$ cat src/rtl/ssp_pkg.sv
package ssp_pkg;
  // Source of the identifier written by a training event
  typedef enum logic [1:0] {
    SRC_ALLOC = 2'd0,
    SRC_LOAD  = 2'd1,
    SRC_STORE = 2'd2,
    SRC_MIN   = 2'd3
  } idSrc_e;

  // Strobes from control to the tables
  typedef struct packed {
    logic   flush;
    logic   wrLd;
    logic   wrSt;
    idSrc_e idSrc;
  } sspStrobe_t;
endpackage

$ cat src/rtl/sspCtl.sv
module sspCtl
  import ssp_pkg::*;
#(
  parameter int IDX_W  = 4,
  parameter int SSID_W = 3
) (
  input  logic              clk,
  input  logic              rst_n,
  input  logic              trainValid,
  input  logic              ldHit,
  input  logic              stHit,
  input  logic [SSID_W-1:0] ldId,
  input  logic [SSID_W-1:0] stId,
  input  logic              sameIdx,
  input  logic [2:0]        flushSel,
  output sspStrobe_t        strb,
  output logic [SSID_W-1:0] allocId
);
  localparam int ENTRIES = 1 << IDX_W;
  localparam int CNT_W   = IDX_W + 1;

  logic [CNT_W-1:0] validCnt;
  logic [1:0]       addCnt;
  logic [6:0]       pct;
  logic             flushNow;

  always_comb begin
    if (flushSel > 3'd5) pct = 7'd95;
    else                 pct = 7'(70 + 5 * int'(flushSel));
    flushNow = (int'(validCnt) * 100) >= (int'(pct) * ENTRIES);
  end

  // Four training rules; the smaller identifier wins a merge
  always_comb begin
    strb       = '0;
    strb.flush = flushNow;
    addCnt     = 2'd0;
    if (trainValid && !flushNow) begin
      unique case ({ldHit, stHit})
        2'b00: begin
          strb.wrLd  = 1'b1;
          strb.wrSt  = 1'b1;
          strb.idSrc = SRC_ALLOC;
          addCnt     = sameIdx ? 2'd1 : 2'd2;
        end
        2'b10: begin
          strb.wrSt  = 1'b1;
          strb.idSrc = SRC_LOAD;
          addCnt     = 2'd1;
        end
        2'b01: begin
          strb.wrLd  = 1'b1;
          strb.idSrc = SRC_STORE;
          addCnt     = 2'd1;
        end
        default: begin
          if (ldId != stId) begin
            strb.idSrc = SRC_MIN;
            if (ldId < stId) strb.wrSt = 1'b1;
            else             strb.wrLd = 1'b1;
          end
        end
      endcase
    end
  end

  always_ff @(posedge clk) begin
    if (!rst_n) begin
      validCnt <= '0;
      allocId  <= '0;
    end else begin
      if (flushNow) validCnt <= '0;
      else          validCnt <= validCnt + CNT_W'(addCnt);
      if (strb.wrLd && strb.idSrc == SRC_ALLOC) allocId <= allocId + 1'b1;
    end
  end
endmodule

$ cat src/rtl/sspTables.sv
module sspTables
  import ssp_pkg::*;
#(
  parameter int PC_W   = 14,
  parameter int IDX_W  = 4,
  parameter int SSID_W = 3,
  parameter int TAG_W  = 6
) (
  input  logic              clk,
  input  logic              rst_n,
  input  sspStrobe_t        strb,
  input  logic [SSID_W-1:0] allocId,
  input  logic              dispValid,
  input  logic              dispIsStore,
  input  logic [PC_W-1:0]   dispPc,
  input  logic [TAG_W-1:0]  dispTag,
  output logic              dispHit,
  output logic              dispWait,
  output logic [TAG_W-1:0]  dispDepTag,
  input  logic              stIssueValid,
  input  logic [PC_W-1:0]   stIssuePc,
  input  logic [TAG_W-1:0]  stIssueTag,
  input  logic [PC_W-1:0]   trainLoadPc,
  input  logic [PC_W-1:0]   trainStorePc,
  output logic              ldHit,
  output logic              stHit,
  output logic [SSID_W-1:0] ldId,
  output logic [SSID_W-1:0] stId,
  output logic              sameIdx,
  input  logic              chkValid,
  input  logic [TAG_W-1:0]  chkDepTag,
  input  logic              chkStoreDone,
  input  logic [TAG_W-1:0]  retireTag,
  output logic              chkReady
);
  localparam int ENTRIES = 1 << IDX_W;
  localparam int SETS    = 1 << SSID_W;
  localparam int CHUNKS  = (PC_W + IDX_W - 1) / IDX_W;

  function automatic logic [IDX_W-1:0] foldPc(input logic [PC_W-1:0] pc);
    logic [CHUNKS*IDX_W-1:0] wide;
    logic [IDX_W-1:0]        acc;
    wide = (CHUNKS*IDX_W)'(pc);
    acc  = '0;
    for (int c = 0; c < CHUNKS; c++) acc ^= wide[c*IDX_W +: IDX_W];
    return acc;
  endfunction

  logic [ENTRIES-1:0] idV;
  logic [SSID_W-1:0]  idTab [ENTRIES];
  logic [SETS-1:0]    lastV;
  logic [TAG_W-1:0]   lastTag [SETS];

  logic [IDX_W-1:0]  dIdx, iIdx, lIdx, sIdx;
  logic [SSID_W-1:0] dSet, iSet, wrId;
  logic              issueKill, dispStWr, allocKill;
  logic [TAG_W-1:0]  ageDiff;

  always_comb begin
    dIdx    = foldPc(dispPc);
    iIdx    = foldPc(stIssuePc);
    lIdx    = foldPc(trainLoadPc);
    sIdx    = foldPc(trainStorePc);
    dSet    = idTab[dIdx];
    iSet    = idTab[iIdx];
    dispHit = idV[dIdx];
    ldHit   = idV[lIdx];
    stHit   = idV[sIdx];
    ldId    = idTab[lIdx];
    stId    = idTab[sIdx];
    sameIdx = (lIdx == sIdx);

    dispWait   = dispValid && dispHit && lastV[dSet];
    dispDepTag = dispWait ? lastTag[dSet] : '0;

    unique case (strb.idSrc)
      SRC_ALLOC: wrId = allocId;
      SRC_LOAD:  wrId = ldId;
      SRC_STORE: wrId = stId;
      default:   wrId = (ldId < stId) ? ldId : stId;
    endcase

    issueKill = stIssueValid && idV[iIdx] && lastV[iSet] && (lastTag[iSet] == stIssueTag);
    dispStWr  = dispValid && dispIsStore && dispHit;
    allocKill = strb.wrLd && (strb.idSrc == SRC_ALLOC);

    ageDiff  = retireTag - chkDepTag;
    chkReady = chkValid && (chkStoreDone ||
               (stIssueValid && stIssueTag == chkDepTag) ||
               (ageDiff != '0 && !ageDiff[TAG_W-1]));
  end

  always_ff @(posedge clk) begin
    if (!rst_n || strb.flush) begin
      idV   <= '0;
      lastV <= '0;
    end else begin
      if (strb.wrLd) begin
        idV[lIdx]   <= 1'b1;
        idTab[lIdx] <= wrId;
      end
      if (strb.wrSt) begin
        idV[sIdx]   <= 1'b1;
        idTab[sIdx] <= wrId;
      end
      // later statements take priority: issue < dispatch < training
      if (issueKill) lastV[iSet] <= 1'b0;
      if (dispStWr) begin
        lastV[dSet]   <= 1'b1;
        lastTag[dSet] <= dispTag;
      end
      if (allocKill) lastV[allocId] <= 1'b0;
    end
  end
endmodule

$ cat src/rtl/storeSetPredictor.sv
module storeSetPredictor
  import ssp_pkg::*;
#(
  parameter int PC_W   = 14,
  parameter int IDX_W  = 4,
  parameter int SSID_W = 3,
  parameter int TAG_W  = 6
) (
  input  logic             clk,
  input  logic             rst_n,
  input  logic             dispValid,
  input  logic             dispIsStore,
  input  logic [PC_W-1:0]  dispPc,
  input  logic [TAG_W-1:0] dispTag,
  output logic             dispWait,
  output logic [TAG_W-1:0] dispDepTag,
  input  logic             stIssueValid,
  input  logic [PC_W-1:0]  stIssuePc,
  input  logic [TAG_W-1:0] stIssueTag,
  input  logic             trainValid,
  input  logic [PC_W-1:0]  trainLoadPc,
  input  logic [PC_W-1:0]  trainStorePc,
  input  logic             chkValid,
  input  logic [TAG_W-1:0] chkDepTag,
  input  logic             chkStoreDone,
  input  logic [TAG_W-1:0] retireTag,
  output logic             chkReady,
  input  logic [2:0]       flushSel
);
  sspStrobe_t        strb;
  logic [SSID_W-1:0] allocId, ldId, stId;
  logic              ldHit, stHit, sameIdx, dispHit;

  sspCtl #(.IDX_W(IDX_W), .SSID_W(SSID_W)) u_ctl (
    .clk(clk), .rst_n(rst_n), .trainValid(trainValid),
    .ldHit(ldHit), .stHit(stHit), .ldId(ldId), .stId(stId),
    .sameIdx(sameIdx), .flushSel(flushSel), .strb(strb), .allocId(allocId)
  );

  sspTables #(.PC_W(PC_W), .IDX_W(IDX_W), .SSID_W(SSID_W), .TAG_W(TAG_W)) u_tab (
    .clk(clk), .rst_n(rst_n), .strb(strb), .allocId(allocId),
    .dispValid(dispValid), .dispIsStore(dispIsStore), .dispPc(dispPc),
    .dispTag(dispTag), .dispHit(dispHit), .dispWait(dispWait),
    .dispDepTag(dispDepTag), .stIssueValid(stIssueValid),
    .stIssuePc(stIssuePc), .stIssueTag(stIssueTag),
    .trainLoadPc(trainLoadPc), .trainStorePc(trainStorePc),
    .ldHit(ldHit), .stHit(stHit), .ldId(ldId), .stId(stId),
    .sameIdx(sameIdx), .chkValid(chkValid), .chkDepTag(chkDepTag),
    .chkStoreDone(chkStoreDone), .retireTag(retireTag), .chkReady(chkReady)
  );
endmodule

$ cat config.mk
export PLATFORM = sky130hd
export DESIGN_NAME = storeSetPredictor
export DESIGN_NICKNAME = d
export VERILOG_FILES = /design/src/rtl/ssp_pkg.sv /design/src/rtl/sspCtl.sv /design/src/rtl/sspTables.sv /design/src/rtl/storeSetPredictor.sv
export SDC_FILE = /design/constraint.sdc
export NUM_CORES = 1
export LEC_CHECK = 0
export BUFFER_PORTS_ARGS = -buffer_cell sky130_fd_sc_hd__buf_2
export CELL_PAD_IN_SITES_DETAIL_PLACEMENT = 0
export CELL_PAD_IN_SITES_GLOBAL_PLACEMENT = 1
export CORE_AREA = 5 5 115 225
export CTS_CLUSTER_SIZE = 20
export DETAILED_ROUTE_END_ITERATION = 6
export DIE_AREA = 0 0 120 230
export MAX_ROUTING_LAYER = met4
export PLACE_DENSITY = 0.67
export SETUP_SLACK_MARGIN = 0.02
export SYNTH_ARGS = -nofsm -noshare
export SYNTH_HDL_FRONTEND = slang
export SYNTH_SLANG_ARGS = --single-unit
export TNS_END_PERCENT = 50
$ cat constraint.sdc
create_clock -name clk -period 6.2 [get_ports clk]
set_input_delay 0.31 -clock clk [delete_from_list [all_inputs] [get_ports clk]]
set_output_delay 0.31 -clock clk [all_outputs]
set_load 0.05 [all_outputs]
======== Word-level counts from Yosys, hierarchy flattened ========
Memory sizes are Yosys's and may differ from the RTL's.
Cells that the tools add are included.
word-level totals
  register bits ........................... 32
  memories kept ........................... 2
  logic and storage cells ................. 138
  input port bits ......................... 91
  memory bits (writable) .................. 96
  output and inout bits ................... 8
memories
  name           words  width  rd ports  clocked after Yosys merged registers in  write ports  line             text
  u_tab.idTab    16     3      4         0                                        2            sspTables.sv:50  logic [SSID_W-1:0] idTab [ENTRIES];
  u_tab.lastTag  8      6      2         0                                        1            sspTables.sv:52  logic [TAG_W-1:0] lastTag [SETS];
operators by class
  add/sub/neg operators ................... 4
  bitwise operators ....................... 20
  magnitude comparators ................... 15
  eq/ne operators ......................... 8
  multiplexer cells ....................... 53
  reductions and logical operators ........ 30
  multipliers ............................. 2
operators by type and width
  cell                                                                           count
  16-bit 2-to-1 mux                                                              3
  8-bit 2-to-1 mux                                                               5
  32-bit by 12-bit >= comparator with 1-bit output                               1
  16-bit bitwise OR                                                              2
  4-bit bitwise XOR                                                              8
  1-bit 2-to-1 mux                                                               22
  4-bit by 5-bit less-than comparator with 1-bit output (second input constant)  4
  1-bit logical AND                                                              17
  8-bit AND                                                                      2
  1-bit binary-select mux with 4-bit select                                      4
  8-bit inverter                                                                 2
  4-bit by 2-bit bitwise XOR with 4-bit output                                   4
  6-bit equality test                                                            2
  3-bit by 4-bit less-than comparator with 1-bit output (second input constant)  3
  5-bit by 5-bit multiplier with 10-bit output (second input constant)           1
  1-bit demux with 3-bit select                                                  3
  3-bit by 1-bit >= comparator with 1-bit output (second input constant)         3
  3-bit one-hot mux with 3 select lines                                          1
  1-bit demux with 4-bit select                                                  2
  4-bit by 1-bit >= comparator with 1-bit output (second input constant)         2
  4-bit 2-to-1 mux                                                               2
  8-bit bitwise OR                                                               1
  2-bit OR reduction                                                             4
  7-bit adder (first input constant)                                             1
  23 further kinds                                                               33

======== Depth between registers and ports, before layout ========
An unclocked memory read counts as a cell.
  word-level depth ........................ 17
  mapped depth ............................ 21
  gate-level depth less buffers ........... 21

======== Cells and area by module ========
A second synthesis with hierarchy kept.
second synthesis, totals
  cell total of the unflattened synthesis .. 807
  area total of the unflattened synthesis .. 9339.0 um2
by module, submodules not included
  module     instances  area each (um2)  cells each  sequential area each (um2)
  sspTables  1          8137.8           676         3363.2
  sspCtl     1          1201.2           131         160.2

======== Worst setup path after synthesis ========
No wires, ideal clock.
  path kind ............................... input to output
  start point ............................. in dispPc[8]
  end point ............................... out dispDepTag[2]
  required time ........................... 5.890 ns
  arrival ................................. 5.426 ns
  buffers on the path ..................... 2
  stages .................................. 13
  path slack .............................. 0.464 ns
  cell sequence ........................... xor2_1 xnor2_1 buf_4 mux4_2 a211oi_1 a21oi_1 buf_2 mux2i_1 nand2_1 o21ai_0 a22oi_1 nand2_1 a2111oi_0
between the ends
  longest elaborated chain between the ends .. 7
  elaborated cells on any way between the ends .. 11
  classes of those cells .................. mux: 5; bitwise: 2; reduce/logical: 2; memory: 2
ends and longest elaborated chain
  element                                                                         line                              text
  start: declaration                                                              storeSetPredictor.sv:13           input logic [PC_W-1:0] dispPc,
  4-bit bitwise XOR *                                                             sspTables.sv:45                   for (int c = 0; c < CHUNKS; c++) acc ^= wide[c*IDX_W +: IDX_W];
  4-bit by 2-bit bitwise XOR with 4-bit output *                                  sspTables.sv:45
  memory 16 x 3 bit or 1-bit binary-select mux with 4-bit select (tied branches)  --
  1-bit binary-select mux with 3-bit select or 1-bit 2-to-1 mux (tied branches)   sspTables.sv:73, sspTables.sv:66
  1-bit 2-to-1 mux (not written as such) or 1-bit logical AND (tied branches)     sspTables.sv:73                   dispWait = dispValid && dispHit && lastV[dSet];
  1-bit logical AND                                                               sspTables.sv:73
  6-bit 2-to-1 mux *                                                              sspTables.sv:74                   dispDepTag = dispWait ? lastTag[dSet] : '0;
  end: declaration                                                                storeSetPredictor.sv:16           output logic [TAG_W-1:0] dispDepTag,
Mark *: on every way between the ends. The rest lies on a longest branch, timed or not. The select of a mux whose other input is x is not followed.

==> flow_summary.yaml <==
outcome:
  outcome: "finished clean"
route:
  drt_iter0_markers: 556
  drt_pass1_iterations: 7
  drcViolationCount: 0
  wl_um: 29800
  vias: 7342
  post_drt_wl_per_cell_um: 24.6
  ant_nets: 0
  via_per_inst: 6.06
worst_hold_path:
  hp-class: "in -> reg"
  min_from: "dispTag[1]"
  min_to: "u_tab.lastTag[4][1]"
  min_delay_path_depth: 1
timing:
  finalClockSkew_ps: 10.4
  hold_viol_final: 0
  maxSlewHeadroom_pct: 25.8
  rsz0062_at_grt: "false"
  finalSetupViolCount: 0
  fin_crit_ps: 4920
  slew_viol_final: 0
  fmax_mhz: 203
  worst_pin_slew_ps: 1110
  finalSetupTns_ps: 0
  period_share_pct: 79.3
yosys:
  synth-xor-area-share_pct: 6.53
  synth_area_per_cell_um2: 11.6
  synth_compound_area_share_pct: 11.7
  ys_ff_latch: 128
  synthCells: 805
  netlist_top_cells_area: "edfxtp_1 (31%), mux4_2 (13%), dfxtp_1 (6.8%)"
  ys_types: 74
  yosysWarnings: 0
  synth-simple-area-share_pct: 11.7
  synth_top_family_by_area: "multiplexers"
  ys.flop_type: "edfxtp_1"
  synth_nets: 945
  synth_edf_count: 96
  synthAdderAreaFrac_pct: 6.87
  syn-cell-area_um2: 9360
  ys_seq_area_share_pct: 37.7
  synth_top_cell_area_share_pct: 30.8
  async_flop_share_pct: 0
  synth_mux_area_share_pct: 21.2
  yosysTopAreaCell: "edfxtp_1"
final_layout:
  design_area_um2: 10800
  nets: 1052
  antenna_cells: 0
  drive_gt1_share_pct: 27.4
  syn_to_final_growth_pct: 15.7
grt:
  antenna_found_initial: 0
  top_usage_layer: "met2"
  grt_start_max_net_pins: 30
  grt_pass1_vias: 7581
  grt_util_met1_pct: 19.0
  grt_use_met3_pct: 3.15
  grt-ovfl-total: 0
  grt_util_all_layers_pct: 22.3
  grt_util_met2_pct: 42.3
  grt_pass1_wl_um: 44400
critical_path:
  critPathLaunchType: "input pin"
  critPathRequiredTime_ps: 6260
  worstPathArrival_ps: 4980
  cp_max_fo: 10
  reg2reg_depth: 15
  critical_path_class: "in -> reg"
  reg2reg_slack_ps: 1380
  critPathLaunch: "trainStorePc[8]"
  r2r-end: "u_tab.lastTag[7][1]"
  crit_path_end_kind: "flop"
  r2r-start: "u_ctl.validCnt[3]"
die:
  rows: 80
  die_area_um2: 27600
  die_w_um: 120
  io_pins: 99
  core_um2: 23900
  die_h_um: 230
  start_util_pct: 39.1
place:
  gp_congestion: 0.956
  numPortBuffers: 98
  dp_hpwl_um: 23700
  place_area_um2: 10200
power:
  switching_share_pct: 35.5
  peakVddDrop_uv: 203
  total_power_mw: 3.52
  pwr-share-seq_pct: 29.6
  power_switching_mw: 1.25
  powerDensity_nw_per_um2: 325
  leakagePower_nw: 4.34
  pwr-share-clk_pct: 30.3
  internal_power_mw: 2.27
  pwr-share-comb_pct: 40.1
cts:
  htreeDepth: 4
  clockBufferDepth: 2
  cts_setup_buffers: 0
  clk_latency_ps: 430
  cts-root-buf: "clkbuf_16"
  cts_made_buffers: 17
  clk_pin_slew_worst_paths_ps: 60
  postCtsHoldBufs: 0
  cts_resized: 0
  cts_sinks: 128
  cts_tree: "yes"
job:
  maxCapViolations: 0
power by group through the flow:
stage,clock (mW),sequential [mW],combinational (mW)
after CTS,1.08,1.04,1.41
final,1.07,1.04,1.41
after global routing,1.12,1.04,1.52
after floorplan,0,1.04,1.02
after global placement,0,1.06,1.40
after detailed placement,0,1.06,1.40
synthesized netlist by cell type, drive strengths merged, types with 3 or more instances:
master,n
a211oi,7
a21o,18
a21oi,28
a31oi,4
a32oi,3
and2,9
buf,14
clkbuf,22
dfxtp,32
edfxtp,96
fa,4
ha,45
inv,38
mux2,10
mux2i,40
mux4,64
nand2,60
nand2b,14
nand3,9
nand4,10
nor2,54
nor2b,12
nor3,9
nor4,6
o211ai,4
o21ai,16
o221ai,6
o22ai,41
o31ai,5
or2,9
or3,8
or4,6
xnor2,41
xor2,27
sequential cells by signal (all words and copies together) (netlist names):
register	flops
u_ctl.allocId	3
u_ctl.validCnt	5
u_tab.idTab	48
u_tab.lastTag	48
u_tab.lastV	8
u_tab.idV	16
how the worst max path moves through the flow:
stage	end	slack [ps]	cells past startpoint
6_report	u_tab.idTab[13][0]	1280	15
3_3_place_gp	u_tab.idTab[13][0]	990	15
4_1_cts	u_tab.lastTag[1][1]	1340	15
2_1_floorplan	dispDepTag[2]	460	13
3_5_place_dp	u_tab.idTab[13][0]	910	15
5_1_grt	u_tab.idTab[13][0]	970	17
cell type report:
| cell class | instances | area [um2] |
|---|---|---|
| fill | 2219 | 13100 |
| multi-input combinational | 603 | 5490 |
| sequential | 128 | 3520 |
| timing repair buffer | 124 | 686 |
| clock buffer | 19 | 433 |
| tap | 287 | 359 |
| clock inverter | 13 | 193 |
| inverter | 38 | 143 |
critical path, stage by stage:
cell and delay [ps]:
buf_2 100, xor2_1 170, xnor2_2 710, buf_4 300, mux4_2 520, mux2i_1 490, o21ai_0 260, ha_1 360
nor2_1 50, nor2_1 240, nand2_1 110, o21ai_0 100, nand3_1 170, or3b_2 580, o22ai_1 490
layer usage:
layer	up-vias	part of all wire [%]
li1	3329	-
met1	3586	30
met2	293	57
met3	134	3.9
met4	0	8.8
met5	-	0
kinds of logic after synthesis:
kind of cell	count (synthesis)
and+or+nand+nor	213
AOI/OAI and AO/OA	159
DFF	128
muxes	114
buffers and inverters	74
xor gates and xnor gates	68
adders and majority gates	49
stage by stage:
step	hold slack (ps)	cells	utilization, %	setup WS [ps]
after floorplan	409	805	-	464
after global placement	493	1180	42.6	987
after detailed placement	503	1180	42.6	913
after CTS	135	1212	45.3	1340
after global routing	155	1212	45.3	973
final	142	1212	45.3	1280
cell usage in the layout (no fill, tap or decap), drive strengths merged, types with 5 or more instances in the layout:
master  instances
a211oi          7
a21o           18
a21oi          28
and2            9
buf           124
bufinv          5
clkbuf         19
clkinv          7
dfxtp          32
edfxtp         96
ha             45
inv            38
mux2           10
mux2i          40
mux4           64
nand2          60
nand2b         14
nand3           9
nand4          10
nor2           54
nor2b          12
nor3            9
nor4            6
o21ai          16
o221ai          6
o22ai          41
o31ai           5
or2             9
or3             8
or4             6
xnor2          41
xor2           27
Power figures use the tool's default switching activity.
